--- src/rtl/mcb_pkg.sv ---
package mcb_pkg;

  typedef enum logic [1:0] {
    OP_PRELOAD = 2'd0,
    OP_STORE   = 2'd1,
    OP_CHECK   = 2'd2,
    OP_RESTORE = 2'd3
  } mcb_op_e;

  // Bytes touched inside an 8-byte word by an aligned access.
  function automatic logic [7:0] byte_span(input logic [1:0] size, input logic [2:0] lo);
    logic [7:0] base;
    case (size)
      2'd0:    base = 8'h01;
      2'd1:    base = 8'h03;
      2'd2:    base = 8'h0F;
      default: base = 8'hFF;
    endcase
    return base << lo;
  endfunction

endpackage

--- src/rtl/mcb_xor_hash.sv ---
module mcb_xor_hash #(
  parameter int IN_W  = 4,
  parameter int OUT_W = 4,
  parameter logic [IN_W*OUT_W-1:0] MAT = '0
) (
  input  logic [IN_W-1:0]  in_i,
  output logic [OUT_W-1:0] out_o
);

  always_comb begin
    out_o = '0;
    for (int j = 0; j < OUT_W; j++) begin
      for (int i = 0; i < IN_W; i++) begin
        out_o[j] = out_o[j] ^ (in_i[i] & MAT[i*OUT_W + j]);
      end
    end
  end

endmodule

--- src/rtl/mcb_lfsr.sv ---
module mcb_lfsr #(
  parameter int W = 8,
  parameter logic [W-1:0] TAPS = 8'hB8,
  parameter logic [W-1:0] SEED = 8'h5A
) (
  input  logic         clk,
  input  logic         rst,
  output logic [W-1:0] state_o
);

  logic fb;
  assign fb = ^(state_o & TAPS);

  always_ff @(posedge clk) begin
    if (rst) state_o <= SEED;
    else     state_o <= {state_o[W-2:0], fb};
  end

endmodule

--- src/rtl/mcb_victim_pick.sv ---
module mcb_victim_pick #(
  parameter int WAYS  = 8,
  parameter int WAY_W = $clog2(WAYS)
) (
  input  logic [WAYS-1:0]  valid_i,
  input  logic [WAY_W-1:0] rnd_i,
  output logic [WAY_W-1:0] way_o,
  output logic             evict_o
);

  logic found;

  always_comb begin
    found = 1'b0;
    way_o = rnd_i;
    for (int w = WAYS - 1; w >= 0; w--) begin
      if (!valid_i[w]) begin
        found = 1'b1;
        way_o = WAY_W'(w);
      end
    end
    evict_o = !found;
  end

endmodule

--- src/rtl/mcb_conflict_buffer.sv ---
module mcb_conflict_buffer #(
  parameter int ADDR_W = 32,
  parameter int SETS   = 8,
  parameter int WAYS   = 8,
  parameter int SIG_W  = 5,
  parameter int NREG   = 64,
  parameter int LFSR_W = 8,
  parameter logic [LFSR_W-1:0] LFSR_SEED = 8'h5A,
  parameter int REG_W  = $clog2(NREG)
) (
  input  logic              clk,
  input  logic              rst,
  input  logic              op_valid,
  input  logic [1:0]        op_kind,
  input  logic [ADDR_W-1:0] op_addr,
  input  logic [1:0]        op_size,
  input  logic [REG_W-1:0]  op_reg,
  output logic              chk_valid,
  output logic              chk_taken
);
  import mcb_pkg::*;

  localparam int SET_W  = $clog2(SETS);
  localparam int WAY_W  = $clog2(WAYS);
  localparam int HIN_W  = ADDR_W - 3;
  localparam int SLOT_W = SET_W + WAY_W;

  // Index matrix: input bit i feeds output bit i mod SET_W.
  function automatic logic [HIN_W*SET_W-1:0] mk_idx_mat();
    logic [HIN_W*SET_W-1:0] m;
    m = '0;
    for (int i = 0; i < HIN_W; i++) m[i*SET_W + (i % SET_W)] = 1'b1;
    return m;
  endfunction

  // Signature matrix: a rotated fold, full rank through its identity top rows.
  function automatic logic [HIN_W*SIG_W-1:0] mk_sig_mat();
    logic [HIN_W*SIG_W-1:0] m;
    m = '0;
    for (int i = 0; i < HIN_W; i++) m[i*SIG_W + ((i + i / SIG_W) % SIG_W)] = 1'b1;
    return m;
  endfunction

  localparam logic [HIN_W*SET_W-1:0] IDX_MAT = mk_idx_mat();
  localparam logic [HIN_W*SIG_W-1:0] SIG_MAT = mk_sig_mat();

  mcb_op_e kind;
  assign kind = mcb_op_e'(op_kind);

  // Table storage: payload without reset, valid bits with reset.
  logic [REG_W-1:0] ent_reg  [SETS][WAYS];
  logic [1:0]       ent_size [SETS][WAYS];
  logic [2:0]       ent_lo   [SETS][WAYS];
  logic [SIG_W-1:0] ent_sig  [SETS][WAYS];
  logic [WAYS-1:0]  ent_vld  [SETS];

  // Per-register conflict vector.
  logic [NREG-1:0]   cflag;
  logic [SLOT_W-1:0] cptr [NREG];

  logic [SET_W-1:0] set_idx;
  logic [SIG_W-1:0] op_sig;
  logic [7:0]       op_span;
  logic [WAYS-1:0]  way_hit;
  logic [WAY_W-1:0] pick_way;
  logic             pick_evict;
  logic [LFSR_W-1:0] rnd;
  logic [SET_W-1:0] ptr_set;
  logic [WAY_W-1:0] ptr_way;

  mcb_xor_hash #(.IN_W(HIN_W), .OUT_W(SET_W), .MAT(IDX_MAT)) u_idx_hash (
    .in_i (op_addr[ADDR_W-1:3]),
    .out_o(set_idx)
  );

  mcb_xor_hash #(.IN_W(HIN_W), .OUT_W(SIG_W), .MAT(SIG_MAT)) u_sig_hash (
    .in_i (op_addr[ADDR_W-1:3]),
    .out_o(op_sig)
  );

  mcb_lfsr #(.W(LFSR_W), .SEED(LFSR_SEED)) u_lfsr (
    .clk    (clk),
    .rst    (rst),
    .state_o(rnd)
  );

  mcb_victim_pick #(.WAYS(WAYS), .WAY_W(WAY_W)) u_pick (
    .valid_i(ent_vld[set_idx]),
    .rnd_i  (rnd[WAY_W-1:0]),
    .way_o  (pick_way),
    .evict_o(pick_evict)
  );

  assign op_span = byte_span(op_size, op_addr[2:0]);
  assign ptr_set = cptr[op_reg][SLOT_W-1:WAY_W];
  assign ptr_way = cptr[op_reg][WAY_W-1:0];

  for (genvar w = 0; w < WAYS; w++) begin : g_cmp
    logic [7:0] ent_span;
    assign ent_span   = byte_span(ent_size[set_idx][w], ent_lo[set_idx][w]);
    assign way_hit[w] = ent_vld[set_idx][w]
                        && (ent_sig[set_idx][w] == op_sig)
                        && (|(ent_span & op_span));
  end

  // Payload and back-pointer writes.
  always_ff @(posedge clk) begin
    if (op_valid && kind == OP_PRELOAD) begin
      ent_reg [set_idx][pick_way] <= op_reg;
      ent_size[set_idx][pick_way] <= op_size;
      ent_lo  [set_idx][pick_way] <= op_addr[2:0];
      ent_sig [set_idx][pick_way] <= op_sig;
      cptr[op_reg]                <= {set_idx, pick_way};
    end
  end

  // Valid bits, conflict flags and the registered check result.
  always_ff @(posedge clk) begin
    if (rst) begin
      for (int s = 0; s < SETS; s++) ent_vld[s] <= '0;
      cflag     <= '0;
      chk_valid <= 1'b0;
      chk_taken <= 1'b0;
    end else begin
      chk_valid <= 1'b0;
      chk_taken <= 1'b0;
      if (op_valid) begin
        case (kind)
          OP_PRELOAD: begin
            ent_vld[set_idx][pick_way] <= 1'b1;
            if (pick_evict) cflag[ent_reg[set_idx][pick_way]] <= 1'b1;
            cflag[op_reg] <= 1'b0;
          end
          OP_STORE: begin
            for (int w = 0; w < WAYS; w++) begin
              if (way_hit[w]) cflag[ent_reg[set_idx][w]] <= 1'b1;
            end
          end
          OP_CHECK: begin
            chk_valid     <= 1'b1;
            chk_taken     <= cflag[op_reg];
            cflag[op_reg] <= 1'b0;
            if (ent_reg[ptr_set][ptr_way] == op_reg) ent_vld[ptr_set][ptr_way] <= 1'b0;
          end
          OP_RESTORE: cflag <= '1;
          default: ;
        endcase
      end
    end
  end

endmodule

--- config.mk ---
export PLATFORM = sky130hd
export DESIGN_NAME = mcb_conflict_buffer
export DESIGN_NICKNAME = d
export VERILOG_FILES = /design/src/rtl/mcb_pkg.sv /design/src/rtl/mcb_xor_hash.sv /design/src/rtl/mcb_lfsr.sv /design/src/rtl/mcb_victim_pick.sv /design/src/rtl/mcb_conflict_buffer.sv
export SDC_FILE = /design/constraint.sdc
export NUM_CORES = 2
export LEC_CHECK = 0
export BUFFER_PORTS_ARGS = -buffer_cell sky130_fd_sc_hd__buf_2
export CORE_ASPECT_RATIO = 1.75
export CORE_MARGIN = 5
export CORE_UTILIZATION = 35
export CTS_CLUSTER_SIZE = 25
export DETAILED_ROUTE_END_ITERATION = 7
export SLEW_MARGIN = 20
export SYNTH_ARGS = -nofsm -noshare
export SYNTH_HDL_FRONTEND = slang
export SYNTH_SLANG_ARGS = --single-unit
--- constraint.sdc ---
create_clock -name clk -period 7.6 [get_ports clk]
set_input_delay 0.76 -clock clk [delete_from_list [all_inputs] [get_ports clk]]
set_output_delay 0.76 -clock clk [all_outputs]
set_load 0.03 [all_outputs]
==> impl_metrics.yaml <==
outcome:
  status: "finished, violations left"
  violations: "DRC"
worst_setup_path:
  end_kind: "register"
  arrival_ns: 8.12
  worstRegToRegCells: 19
  worstSetupPathType: "primary input to register"
  start_kind: "primary input"
  crit_fanout: 50
  required_ns: 8.27
synthesis:
  ys_types: 127
  yosysSeqAreaShare_pct: 61.0
  synth_common_cells: "edfxtp_1 (1,472), nand2_1 (699), nor2_1 (463), mux2i_1 (268), a21oi_1 (266)"
  synth-edff-count: 1472
  avgSynthCellArea_um2: 12.3
  yosysWarnings: 0
  yosysMostFrequentCell: "edfxtp_1"
  yosys.area.top_type: "edfxtp_1"
  syn_area_um2: 74900
  synth_nets: 6158
  synth_area_leaders: "edfxtp_1 (59%), mux2i_1 (3.6%), nand2_1 (3.5%), nor2_1 (2.3%), dfxtp_1 (2.0%)"
  synthCells: 6113
  async_flop_share_pct: 0
  ys_ff_latch: 1546
  synth_flop_cell: "edfxtp_1"
  synth_top_area_share_pct: 59.0
cts:
  cts_buffer_depth: 4
  cts_tree: "built"
  ctsRootBufferMaster: "clkbuf_16"
  clkTransAtPathRegs_ns: 0.07
  cts_setup_buffers: 0
  cts_resized: 0
  clock-sinks: 1546
  numCtsBuffers: 152
  insertion_delay_ns: 0.85
  cts.htree.levels: 4
  cts_hold_buffers: 0
final_layout:
  final-instance-count-excl-fill: 9619
  final_cell_area_um2: 88500
  drive_gt1_share_pct: 21.2
  final_util_pct: 41.6
  nets: 6708
  syn_to_final_growth_pct: 18.2
power:
  peakVddDrop_mv: 0.298
  powerDensity_nw_per_um2: 391
  power.leakage_nw: 29.5
die:
  die_y_um: 622
  ioPinCount: 47
  rows: 224
  start_util_pct: 35.2
  core-area_um2: 213000
  die_x_um: 360
  die_area_um2: 224000
worst_hold_path:
  holdCritPathClass: "register to register"
  worstHoldPathCells: 1
sta:
  max_slew_margin_pct: 14.9
  rsz0062_at_grt: "no"
  skew_ns: 0.0832
  finalWorstSetupSlack_ns: 0.144
  period_share_pct: 98.1
  tightest_slew_ns: 1.27
  setup-violations-final: 0
  tns_ns: 0
  period_minus_slack_ns: 7.46
  clock.fmax_ghz: 0.134
  report.final.slew_viol_count: 0
  hold_viol: 0
route:
  routed_wl_um: 386000
  drtPass1Iterations: 8
  dr_total_vias: 60900
  via_per_inst: 6.33
  drc_errors: 13
  wl_met2_um: 191000
  highest_layer: "met5"
  drt-initial-drc-count: 7020
  drt-met1-wl_um: 117000
  dr_wl_met3_um: 24000
  wl_per_cell_um: 40.1
  antenna_left: 0
placed_design:
  place_ws_ns: -0.455
  place_congestion: 1.08
  placed_cell_area_um2: 83600
  hpwl_um: 289000
  io_buffers: 46
  post-place-cells: 9331
global_routing:
  grt_max_degree: 83
  grtUsageTotal_pct: 33.4
  grt-ovfl-total: 0
  antenna_found_initial: 23
  grt_pass1_vias: 59900
  grt_pass1_wl_um: 517000
job:
  drv_cap: 0
==> cells in the final DEF, fill, tap and decap left out, types with 36 or more instances in the layout <==
master	count
edfxtp_1	1472
nand2_1	699
buf_4	697
nor2_1	386
mux2i_1	267
a21oi_1	266
nand3_1	244
o21ai_0	221
o22ai_1	184
clkbuf_16	158
o221ai_1	97
o211ai_1	96
nor3_1	92
a22oi_1	85
buf_12	77
nor2_2	74
dfxtp_1	74
mux2_2	73
a211oi_1	72
mux4_2	64
a221oi_1	58
a31oi_1	52
nand2b_1	52
and3_1	50
inv_1	49
xnor2_1	48
o32ai_1	48
o21ai_1	46
nand4_1	42
buf_2	40
or2_2	39
and2_1	37
nor4_1	36
==> worst max-delay path, stage by stage <==
cell	delay (ns)
buf_2	0.10
xnor2_1	0.30
xnor3_1	0.45
xor2_4	0.33
clkinv_8	0.37
mux2i_1	1.02
o22ai_1	0.55
a211oi_2	0.39
buf_4	0.21
nor4_1	0.06
or4_1	0.68
or3_1	0.69
a32o_1	0.35
a2111oi_2	0.74
o311ai_1	0.57
a21boi_0	0.37
o32ai_1	0.12
==> cell families after synthesis <==
family | count (synthesis) | synth area share (%)
flops | 1546 | 61.0
xor+xnor | 76 | 1.03
simple gates | 1996 | 12.9
compound gates | 1599 | 14.9
fa+ha+maj | 1 | 0.0134
mux | 412 | 6.71
buf+inv | 483 | 3.50
==> path summary, 6_finish.rpt <==
kind,startpoint,slack (ns),end
setup reg to reg,cptr[14][2]$_DFFE_PP_,1.22,ent_vld[3][0]$_SDFFCE_PN0P_
setup / recovery,op_addr[5],0.14,cflag[50]$_SDFFE_PP0P_
hold / removal,u_lfsr.state_o[6]$_SDFF_PP1_,0.46,u_lfsr.state_o[7]$_SDFF_PP0_
hold reg to reg,u_lfsr.state_o[6]$_SDFF_PP1_,0.46,u_lfsr.state_o[7]$_SDFF_PP0_
==> through the flow <==
stage	hold WS [ns]	power (mW)
floorplan	0.414	18.1
global placement	0.427	26.5
detailed placement	0.447	26.6
CTS	0.431	34.1
global route	0.477	35.3
finish	0.458	34.6
==> per-layer routing <==
metal,up-vias,track usage (%)
li1,25100,-
met5,-,0
met4,10,36.7
met2,3528,57.5
met3,1452,5.93
met1,30800,31.9
==> layout make-up <==
type                    instances  area [um^2]
fillers                     20000       124000
clock buffers                 197         4140
clock inverters                64          638
multi-input cells            4084        27200
repair buffers                821         7050
diodes                         24         60.1
inverters                      58          250
flip-flops and latches       1546        45700
well taps                    2825         3530
==> power by group <==
group,internal [mW],switching (mW),total [mW]
Sequential,10.0,0.0878,10.1
Clock,4.28,3.31,7.59
Combinational,4.78,12.1,16.9
Total,19.1,15.5,34.6
Power figures use the tool's default switching activity.
